### config.mk
export PLATFORM = sky130hd
export DESIGN_NAME = toh_gen
export DESIGN_NICKNAME = d
export VERILOG_FILES = /design/src/rtl/toh_pkg.sv /design/src/rtl/toh_pos_decode.sv /design/src/rtl/toh_scrambler.sv /design/src/rtl/toh_bip.sv /design/src/rtl/toh_gen.sv
export SDC_FILE = /design/constraint.sdc
export NUM_CORES = 1
export LEC_CHECK = 0
export BUFFER_PORTS_ARGS = -buffer_cell sky130_fd_sc_hd__clkbuf_2
export CORE_UTILIZATION = 36
export CTS_CLUSTER_DIAMETER = 50
export DETAILED_ROUTE_END_ITERATION = 10
export SKIP_CTS_REPAIR_TIMING = 1
export SYNTH_ARGS = -nofsm -noshare
export SYNTH_HDL_FRONTEND = slang
export SYNTH_SLANG_ARGS = --single-unit
### constraint.sdc
create_clock -name clk_i -period 2.5 [get_ports clk_i]
set_input_delay 0.5 -clock clk_i [delete_from_list [all_inputs] [get_ports clk_i]]
set_output_delay 0.5 -clock clk_i [all_outputs]
set_load 0.05 [all_outputs]
### src/rtl/toh_pkg.sv
package toh_pkg;
  localparam logic [7:0] A1_BYTE = 8'hF6;
  localparam logic [7:0] A2_BYTE = 8'h28;
  localparam int EN_J0  = 0;
  localparam int EN_F1  = 1;
  localparam int EN_K   = 2;
  localparam int EN_S1  = 3;
  localparam int EN_REI = 4;
  localparam int EN_W   = 5;

  typedef enum logic [3:0] {
    BK_PAY, BK_A1, BK_A2, BK_J0, BK_B1, BK_F1, BK_PTR,
    BK_B2, BK_K1, BK_K2, BK_S1, BK_REI, BK_FILL
  } byte_kind_e;
endpackage

### src/rtl/toh_pos_decode.sv
module toh_pos_decode
  import toh_pkg::*;
#(
  parameter int N_STS = 3,
  parameter int COL_W = 9,
  parameter int STS_W = 2
) (
  input  logic [3:0]       row_i,
  input  logic [COL_W-1:0] col_i,
  output byte_kind_e       kind_o,
  output logic [STS_W-1:0] sts_o,
  output logic             soh_o,
  output logic             scr_skip_o,
  output logic             frame_end_o
);
  localparam int COLS    = 90 * N_STS;
  localparam int OH_COLS = 3 * N_STS;

  always_comb begin
    int c, r, ohc, st;
    logic oh;
    c   = int'(col_i);
    r   = int'(row_i);
    ohc = c / N_STS;
    st  = c % N_STS;
    oh  = c < OH_COLS;
    kind_o = BK_PAY;
    if (oh) begin
      kind_o = BK_FILL;
      case (r)
        0: kind_o = (ohc == 0) ? BK_A1 : (ohc == 1) ? BK_A2 : (st == 0) ? BK_J0 : BK_FILL;
        1: begin
          if (ohc == 0 && st == 0) kind_o = BK_B1;
          else if (ohc == 2 && st == 0) kind_o = BK_F1;
        end
        3: kind_o = BK_PTR;
        4: begin
          if (ohc == 0) kind_o = BK_B2;
          else if (st == 0) kind_o = (ohc == 1) ? BK_K1 : BK_K2;
        end
        8: begin
          if (ohc == 0 && st == 0) kind_o = BK_S1;
          else if (ohc == 1 && st == N_STS - 1) kind_o = BK_REI;
        end
        default: kind_o = BK_FILL;
      endcase
    end
    sts_o       = STS_W'(st);
    soh_o       = oh && (r < 3);
    scr_skip_o  = oh && (r == 0);
    frame_end_o = (r == 8) && (c == COLS - 1);
  end
endmodule

### src/rtl/toh_scrambler.sv
module toh_scrambler (
  input  logic       clk_i,
  input  logic       rst_ni,
  input  logic       skip_i,
  output logic [7:0] mask_o
);
  logic [6:0] st_q, st_adv;
  logic [7:0] mask_raw;

  // x^7+x^6+1, eight bit steps per byte, MSB first
  always_comb begin
    logic [6:0] t;
    t = st_q;
    for (int i = 7; i >= 0; i--) begin
      mask_raw[i] = t[6];
      t = {t[5:0], t[6] ^ t[5]};
    end
    st_adv = t;
  end

  assign mask_o = skip_i ? 8'h00 : mask_raw;

  always_ff @(posedge clk_i or negedge rst_ni) begin
    if (!rst_ni)     st_q <= 7'h7F;
    else if (skip_i) st_q <= 7'h7F;
    else             st_q <= st_adv;
  end
endmodule

### src/rtl/toh_bip.sv
module toh_bip #(
  parameter int N_STS = 3,
  parameter int STS_W = 2
) (
  input  logic               clk_i,
  input  logic               rst_ni,
  input  logic               frame_end_i,
  input  logic               soh_i,
  input  logic [STS_W-1:0]   sts_i,
  input  logic [7:0]         pre_i,
  input  logic [7:0]         out_i,
  output logic [7:0]         b1_o,
  output logic [8*N_STS-1:0] b2_o
);
  logic [7:0] b1_acc, b1_q;

  always_ff @(posedge clk_i or negedge rst_ni) begin
    if (!rst_ni) begin
      b1_acc <= '0;
      b1_q   <= '0;
    end else if (frame_end_i) begin
      b1_q   <= b1_acc ^ out_i;
      b1_acc <= '0;
    end else begin
      b1_acc <= b1_acc ^ out_i;
    end
  end
  assign b1_o = b1_q;

  for (genvar g = 0; g < N_STS; g++) begin : g_b2
    logic [7:0] acc, q, term;
    logic hit;
    assign hit  = !soh_i && (sts_i == STS_W'(g));
    assign term = hit ? pre_i : 8'h00;
    always_ff @(posedge clk_i or negedge rst_ni) begin
      if (!rst_ni) begin
        acc <= '0;
        q   <= '0;
      end else if (frame_end_i) begin
        q   <= acc ^ term;
        acc <= '0;
      end else begin
        acc <= acc ^ term;
      end
    end
    assign b2_o[8*g +: 8] = q;
  end
endmodule

### src/rtl/toh_gen.sv
module toh_gen
  import toh_pkg::*;
#(
  parameter int N_STS = 3,
  localparam int COLS  = 90 * N_STS,
  localparam int COL_W = $clog2(COLS),
  localparam int STS_W = (N_STS > 1) ? $clog2(N_STS) : 1
) (
  input  logic             clk_i,
  input  logic             rst_ni,
  input  logic [3:0]       row_i,
  input  logic [COL_W-1:0] col_i,
  input  logic [7:0]       data_i,
  input  logic [7:0]       oh_i,
  input  logic             src_port_i,
  input  logic [EN_W-1:0]  ins_en_i,
  input  logic             fill_ones_i,
  input  logic             ais_i,
  input  logic             b1_err_i,
  input  logic             a2_err_i,
  input  logic [7:0]       j0_cfg_i,
  input  logic [7:0]       f1_cfg_i,
  input  logic [7:0]       k1_cfg_i,
  input  logic [7:0]       k2_cfg_i,
  input  logic [7:0]       s1_cfg_i,
  input  logic [7:0]       rei_cfg_i,
  output logic [7:0]       data_o
);
  byte_kind_e         kind;
  logic [STS_W-1:0]   sts;
  logic               soh, scr_skip, frame_end;
  logic [7:0]         scr_mask, b1_val, fill, pre_raw, pre_byte, out_byte;
  logic [8*N_STS-1:0] b2_vec;

  toh_pos_decode #(.N_STS(N_STS), .COL_W(COL_W), .STS_W(STS_W)) u_dec (
    .row_i(row_i), .col_i(col_i), .kind_o(kind), .sts_o(sts),
    .soh_o(soh), .scr_skip_o(scr_skip), .frame_end_o(frame_end)
  );

  toh_scrambler u_scr (
    .clk_i(clk_i), .rst_ni(rst_ni), .skip_i(scr_skip), .mask_o(scr_mask)
  );

  toh_bip #(.N_STS(N_STS), .STS_W(STS_W)) u_bip (
    .clk_i(clk_i), .rst_ni(rst_ni), .frame_end_i(frame_end), .soh_i(soh),
    .sts_i(sts), .pre_i(pre_byte), .out_i(out_byte), .b1_o(b1_val), .b2_o(b2_vec)
  );

  assign fill = {8{fill_ones_i}};

  function automatic logic [7:0] pick(input logic en, input logic [7:0] cfg,
                                      input logic [7:0] port, input logic sel,
                                      input logic [7:0] fw);
    if (!en) return fw;
    return sel ? port : cfg;
  endfunction

  always_comb begin
    case (kind)
      BK_PAY, BK_PTR: pre_raw = data_i;
      BK_A1:  pre_raw = A1_BYTE;
      BK_A2:  pre_raw = A2_BYTE ^ {7'd0, a2_err_i};
      BK_J0:  pre_raw = pick(ins_en_i[EN_J0], j0_cfg_i, oh_i, src_port_i, fill);
      BK_B1:  pre_raw = b1_val ^ {7'd0, b1_err_i};
      BK_F1:  pre_raw = pick(ins_en_i[EN_F1], f1_cfg_i, oh_i, src_port_i, fill);
      BK_B2:  pre_raw = b2_vec[8*sts +: 8];
      BK_K1:  pre_raw = pick(ins_en_i[EN_K], k1_cfg_i, oh_i, src_port_i, fill);
      BK_K2:  pre_raw = pick(ins_en_i[EN_K], k2_cfg_i, oh_i, src_port_i, fill);
      BK_S1:  pre_raw = pick(ins_en_i[EN_S1], s1_cfg_i, oh_i, src_port_i, fill);
      BK_REI: pre_raw = pick(ins_en_i[EN_REI], rei_cfg_i, oh_i, src_port_i, fill);
      default: pre_raw = fill;
    endcase
  end

  assign pre_byte = (ais_i && !soh) ? 8'hFF : pre_raw;
  assign out_byte = pre_byte ^ scr_mask;

  always_ff @(posedge clk_i or negedge rst_ni) begin
    if (!rst_ni) data_o <= '0;
    else         data_o <= out_byte;
  end
endmodule

==> results of run 1 <==
-- worst max-delay path, delay by kind of cell --
kind	cells	cell delay, ps
buffers and inverters	4	490
adder cells (fa/ha/maj)	3	680
AO/OA/AOI/OAI	14	2770
AND/OR/NAND/NOR	7	1320
XOR/XNOR	2	580
-- power groups by stage --
stage	combinational, uW	clock, uW	sequential (uW)
after floorplan	1550	0	2170
after global placement	2730	0	1980
after detailed placement	2770	0	2000
after CTS	2790	1340	1980
after global routing	3390	1390	2020
final	3150	1320	1980
-- worst min-delay path by stage --
stage	from	slack, ps	end	cells after the start
floorplan	rst_ni	200	data_o[0]$_DFF_PN0_	0
detailed placement	u_bip.g_b2[1].q[1]$_DFFE_PN0P_	460	u_bip.g_b2[1].q[1]$_DFFE_PN0P_	2
CTS	rst_ni	160	data_o[4]$_DFF_PN0_	1
global route	rst_ni	170	u_bip.b1_acc[2]$_DFF_PN0_	1
finish	rst_ni	140	data_o[4]$_DFF_PN0_	1
global placement	u_bip.g_b2[1].q[1]$_DFFE_PN0P_	460	u_bip.g_b2[1].q[1]$_DFFE_PN0P_	2
-- cell type report --
type | count | area, um^2 | area share, %
multi-input combinational | 618 | 4790 | 48.9
tap | 220 | 275 | 2.81
inverter | 13 | 51.3 | 0.523
sequential | 79 | 1990 | 20.3
clock inverter | 4 | 55.1 | 0.562
timing repair buffer | 322 | 2400 | 24.5
clock buffer | 11 | 243 | 2.48
-- flip-flops by register name, indices dropped and copies added (netlist names) --
register        cells
u_bip.g_b2.q       24
u_scr.st_q          7
u_bip.g_b2.acc     24
data_o              8
u_bip.b1_acc        8
u_bip.b1_o          8
-- metrics by stage --
stage / setup TNS [ps] / instance area [um^2] / hold slack, ps
floorplan: -257010 / 6440 / 204
global placement: -273520 / 8590 / 455
detailed placement: -279580 / 8590 / 464
CTS: -256610 / 8890 / 157
global route: -263660 / 9800 / 175
finish: -244210 / 9800 / 140
-- Yosys cell counts (all sizes together), types with 4 or more instances --
library cell | count | area, um^2
xor2 | 24 | 210
nor4b | 4 | 53.8
and2 | 9 | 63.8
mux2i | 8 | 80.1
a221oi | 6 | 52.6
nor2b | 6 | 37.5
a31oi | 12 | 81.3
nand3b | 6 | 57.6
o31ai | 15 | 150
nor3 | 15 | 80.1
nor4 | 10 | 103
nor2 | 67 | 277
nand2 | 120 | 458
dfstp | 7 | 184
o311ai | 5 | 66.3
clkbuf | 34 | 128
a21oi | 17 | 92.6
o21ai | 64 | 320
buf | 9 | 48.8
a222oi | 13 | 130
xnor3 | 8 | 180
nand3 | 44 | 225
a211oi | 6 | 55.1
a211o | 4 | 45.1
nand2b | 22 | 138
nand4 | 12 | 75.1
or3 | 5 | 36.3
or2 | 4 | 25.0
o2111ai | 4 | 35.0
xnor2 | 13 | 114
and3 | 4 | 25.0
inv | 12 | 45.0
a32oi | 5 | 51.3
dfrtp | 72 | 1800
o211ai | 15 | 113
a22oi | 16 | 120
a2111oi | 4 | 47.6
-- layer usage --
metal | track usage (%) | share of wire, % | vias to the layer above
li1 | - | - | 3411
met1 | 34.2 | 44 | 3535
met2 | 41.7 | 49 | 273
met3 | 2.68 | 6.2 | 26
met4 | 6.62 | 1.5 | 0
met5 | 0 | 0 | -
-- cells by family after synthesis --
| family | Yosys count | share of synthesized area, % |
|---|---|---|
| adder cells (fa/ha/maj) | 3 | 0.596 |
| XOR/XNOR | 45 | 8.01 |
| buffers and inverters | 56 | 3.58 |
| AND/OR/NAND/NOR | 338 | 27.7 |
| multiplexers | 11 | 1.81 |
| flip-flops | 79 | 31.6 |
| AO/OA/AOI/OAI | 220 | 26.8 |
==> flow_metrics.env, run 1 <==
export IMPL_status="finished with violations"
export IMPL_violations="setup timing"
export IMPL_syn_nets=844
export IMPL_synth_edff_count=0
export IMPL_die_h_um=134
export IMPL_rows=47
export IMPL_ios=97
export IMPL_cts_sinks=79
export IMPL_power_leakage_uw=0.00437
export IMPL_power_switching_uw=2450
export IMPL_critPathCaptureType="flop"
export IMPL_final_core_util_pct=58.3
export IMPL_reg2reg_depth=8
export IMPL_final_cell_mix="buf_4, nand2_1, clkbuf_2"
export IMPL_irDropWorstVdd_mv=0.690
export IMPL_drv_slew=0
export IMPL_power_share_combinational_pct=48.8
export IMPL_fin_crit_sh_pct=243
export IMPL_h_tree_depth=3
export IMPL_gp_congestion=0.947
export IMPL_worstSetupStartpoint="col_i[8]"
export IMPL_num_antenna_cells=0
export IMPL_clkLatencyLatePin_ps=340
export IMPL_grt_pass1_wl_um=35100
export IMPL_worst_slew_pin_slew_ps=933
export IMPL_cp_max_fo=7
export IMPL_post_drt_wl_per_cell_um=18.5
export IMPL_ys_types=94
export IMPL_grt_overflow=0
export IMPL_p_seq_share_pct=30.7
export IMPL_final_setup_skew_ps=6.81
export IMPL_setup_worst_path_start_class="input pin"
export IMPL_fin_cells=1267
export IMPL_layout_commonest_cell="buf_4"
export IMPL_pwr_density_cell_mw_per_mm2=658
export IMPL_finalHoldViolations=0
export IMPL_drt_iter0_markers=704
export IMPL_grt_pass1_vias=6891
export IMPL_synth_area_mm2=0.00629
export IMPL_r2r_end="u_bip.g_b2[2].q[3]$_DFFE_PN0P_"
export IMPL_rrSetupSlack_ps=330
export IMPL_drtAntennaViolNets=0
export IMPL_hp_class="in -> async"
export IMPL_postSynthAreaPerCell_um2=8.37
export IMPL_grt_max_degree=61
export IMPL_syn_inst=752
export IMPL_clock_path_buffers=2
export IMPL_drt_total_wl_um=23400
export IMPL_yosysWarnings=0
export IMPL_die_area_mm2=0.0180
export IMPL_fillerInstances=1474
export IMPL_antenna_found_initial=0
export IMPL_dp_cells=1224
export IMPL_maxCapViolations=0
export IMPL_gr_usage_all_layers_pct=24.9
export IMPL_start_util_pct=37.4
export IMPL_cp_common_cell="o21ai_2"
export IMPL_dpl_hpwl_um=17600
export IMPL_route_detailed_drc=0
export IMPL_cts_inserted_buffers=9
export IMPL_area_growth_pct=55.7
export IMPL_nNetsFinal=1135
export IMPL_ys_flop_type="dfrtp_1"
export IMPL_finalSetupViolCount=71
export IMPL_setup_worst_path_end="u_bip.b1_o[3]$_DFFE_PN0P_"
export IMPL_die_w_um=134
export IMPL_vias=7245
export IMPL_fin_ws_ps=-3590
export IMPL_dp_slack_ps=-4130
export IMPL_root_buffer="clkbuf_16"
export IMPL_clk_pin_slew_worst_paths_ps=60
export IMPL_yosysSeqAreaShare_pct=31.6
export IMPL_tritoncts="done"
export IMPL_internal_power_uw=4000
export IMPL_p_clk_share_pct=20.5
export IMPL_rsz0062_at_grt="true"
export IMPL_firstDrtPassIters=5
export IMPL_timing_final_crit_period_ps=6090
export IMPL_timing_rr_start="u_bip.g_b2[2].q[3]$_DFFE_PN0P_"
export IMPL_async_reset_ff_share_pct=100
export IMPL_slew_headroom_pct=37.0
export IMPL_ys_ff_latch=79
export IMPL_cpMaxStageDelayCell="a2111o_1"
export IMPL_clock_fmax_ghz=0.164
export IMPL_power_switching_share_pct=38.0
export IMPL_drive_gt1_share_pct=45.4
export IMPL_total_power_uw=6450
export IMPL_via_per_inst=5.72
export IMPL_core_mm2=0.0168
export IMPL_worst_ep_required_time_ps=2760
export IMPL_crit_type="in -> reg"
export IMPL_critPathArrivalTime_ps=6340
export IMPL_cpPeakStageDelay_ps=510
export IMPL_io_buffers=96
(Power assumes the default switching activity.)
==> run 2, diff against run 1 <==
==> constraint.sdc (replaced) <==
create_clock -name clk_i -period 7.7 [get_ports clk_i]
set_input_delay 1.54 -clock clk_i [delete_from_list [all_inputs] [get_ports clk_i]]
set_output_delay 1.54 -clock clk_i [all_outputs]
set_load 0.05 [all_outputs]
==> run 2 against run 1 <==
Compared with the run above:
- the run now ends clean
- flip-flop and latch count did not move
- sequential share of layout area rose by 3.4 points
- first-iteration DRC count fell by 12%
- sequential power fell by 68%
- routed wire length fell by 8.7%
- combinational power fell by 73%
- highest routed layer unchanged
==> flow_metrics.env, run 2 (same netlist as run 1, synthesis figures left out) <==
export IMPL_power_share_combinational_pct=44.4
export IMPL_gr_usage_all_layers_pct=23.4
export IMPL_min_from="u_bip.g_b2[1].q[1]$_DFFE_PN0P_"
export IMPL_dp_cells=1140
export IMPL_power_switching_uw=735
export IMPL_hp_class="reg -> reg"
export IMPL_drv_slew=0
export IMPL_tns_ps=0
export IMPL_drive_gt1_share_pct=33.7
export IMPL_tritoncts="done"
export IMPL_root_buffer="clkbuf_16"
export IMPL_min_to="u_bip.g_b2[1].q[1]$_DFFE_PN0P_"
export IMPL_grt_pass1_wl_um=33400
export IMPL_fin_cells=1167
export IMPL_finalHoldViolations=0
export IMPL_clock_fmax_ghz=0.135
export IMPL_route_detailed_drc=0
export IMPL_maxCapViolations=0
export IMPL_drtAntennaViolNets=0
export IMPL_rows=47
export IMPL_h_tree_depth=3
export IMPL_timing_rr_start="u_bip.g_b2[0].q[0]$_DFFE_PN0P_"
export IMPL_critPathCaptureType="flop"
export IMPL_post_drt_wl_per_cell_um=18.3
export IMPL_cp_max_fo=6
export IMPL_num_antenna_cells=0
export IMPL_layout_commonest_cell="buf_4"
export IMPL_p_seq_share_pct=33.0
export IMPL_cp_common_cell="nor4_2"
export IMPL_r2r_end="u_bip.g_b2[0].q[0]$_DFFE_PN0P_"
export IMPL_worstSetupStartpoint="col_i[7]"
export IMPL_cpMaxStageDelayCell="a2111o_1"
export IMPL_clkLatencyLatePin_ps=340
export IMPL_start_util_pct=37.4
export IMPL_worstHoldPathCells=2
export IMPL_final_setup_skew_ps=8.53
export IMPL_slew_headroom_pct=33.0
export IMPL_firstDrtPassIters=8
export IMPL_drt_iter0_markers=618
export IMPL_irDropWorstVdd_mv=0.231
export IMPL_ios=97
export IMPL_p_clk_share_pct=22.6
export IMPL_grt_max_degree=80
export IMPL_placed_area_mm2=0.00777
export IMPL_vias=6765
export IMPL_io_buffers=96
export IMPL_drt_total_wl_um=21400
export IMPL_top_regs="u_bip.g_b2.acc (24), u_bip.g_b2.q (24)"
export IMPL_die_w_um=134
export IMPL_dpl_hpwl_um=16000
export IMPL_worst_ep_required_time_ps=7900
export IMPL_rrSetupSlack_ps=5430
export IMPL_die_area_mm2=0.0180
export IMPL_timing_final_crit_period_ps=7400
export IMPL_power_switching_share_pct=38.2
export IMPL_power_leakage_uw=0.00372
export IMPL_finalSetupViolCount=0
export IMPL_cpPeakStageDelay_ps=440
export IMPL_clock_path_buffers=2
export IMPL_clk_pin_slew_worst_paths_ps=60
export IMPL_finalInstanceArea_mm2=0.00839
export IMPL_setup_worst_path_start_class="input pin"
export IMPL_fin_crit_sh_pct=96.2
export IMPL_nNetsFinal=1034
export IMPL_crit_type="in -> reg"
export IMPL_cts_sinks=79
export IMPL_via_per_inst=5.80
export IMPL_total_power_uw=1920
export IMPL_internal_power_uw=1190
export IMPL_critPathArrivalTime_ps=7600
export IMPL_fillerInstances=1635
export IMPL_area_growth_pct=33.3
export IMPL_die_h_um=134
export IMPL_final_cell_mix="buf_4, nand2_1, clkbuf_2"
export IMPL_status="complete, no violations"
export IMPL_antenna_found_initial=0
export IMPL_core_mm2=0.0168
export IMPL_pwr_density_cell_mw_per_mm2=229
export IMPL_gp_congestion=0.944
export IMPL_grt_pass1_vias=6327
export IMPL_cts_inserted_buffers=9
export IMPL_worst_slew_pin_slew_ps=1010
export IMPL_grt_overflow=0
export IMPL_reg2reg_depth=8
run 2: worst max-delay path, delay by kind of cell:
family                   cells  cell delay (ps)
adder cells (fa/ha/maj)      3              740
AO/OA/AOI/OAI               14             2600
XOR/XNOR                     2              390
buffers and inverters        7              940
AND/OR/NAND/NOR              8             1360
run 2: final cells by class:
cell class / instances / area [um^2] / area share (%)
multi-input combinational: 617 / 4320 / 51.5
sequential: 79 / 1990 / 23.7
timing repair buffer: 222 / 1460 / 17.4
tap: 220 / 275 / 3.28
clock buffer: 11 / 243 / 2.89
clock inverter: 5 / 57.6 / 0.686
inverter: 13 / 48.8 / 0.582
run 2: worst max path at each step:
stage | slack [ps] | cells past startpoint | to
floorplan | 20 | 31 | u_bip.b1_o[1]$_DFFE_PN0P_
global placement | -270 | 34 | u_bip.g_b2[0].q[0]$_DFFE_PN0P_
detailed placement | -360 | 33 | u_bip.g_b2[2].q[2]$_DFFE_PN0P_
CTS | -60 | 33 | u_bip.g_b2[2].q[2]$_DFFE_PN0P_
global route | -20 | 35 | u_bip.g_b2[2].q[2]$_DFFE_PN0P_
finish | 300 | 34 | u_bip.g_b2[2].q[2]$_DFFE_PN0P_
run 2: metal layers:
| layer | GRT usage, % | wire length [um] | vias up |
|---|---|---|---|
| li1 | - | - | 3201 |
| met1 | 33.0 | 9560 | 3246 |
| met2 | 36.9 | 9990 | 284 |
| met3 | 3.93 | 1440 | 34 |
| met4 | 6.18 | 401 | 0 |
| met5 | 0 | 0 | - |
run 2: power groups by stage:
stage	logic, uW	registers (uW)	clock network, uW
2_1_floorplan	492	705	0
3_3_place_gp	811	639	0
3_5_place_dp	817	641	0
4_1_cts	822	635	439
5_1_grt	936	648	458
6_report	854	635	435
run 2: per-stage QoR:
stage               setup WS (ps)  utilization, %  hold WS (ps)
detailed placement           -362            46.2           458
global placement             -275            46.2           451
CTS                         -62.3            48.0           479
finish                        296            49.9           479
floorplan                    21.8               -           440
global route                -21.3            49.9           499
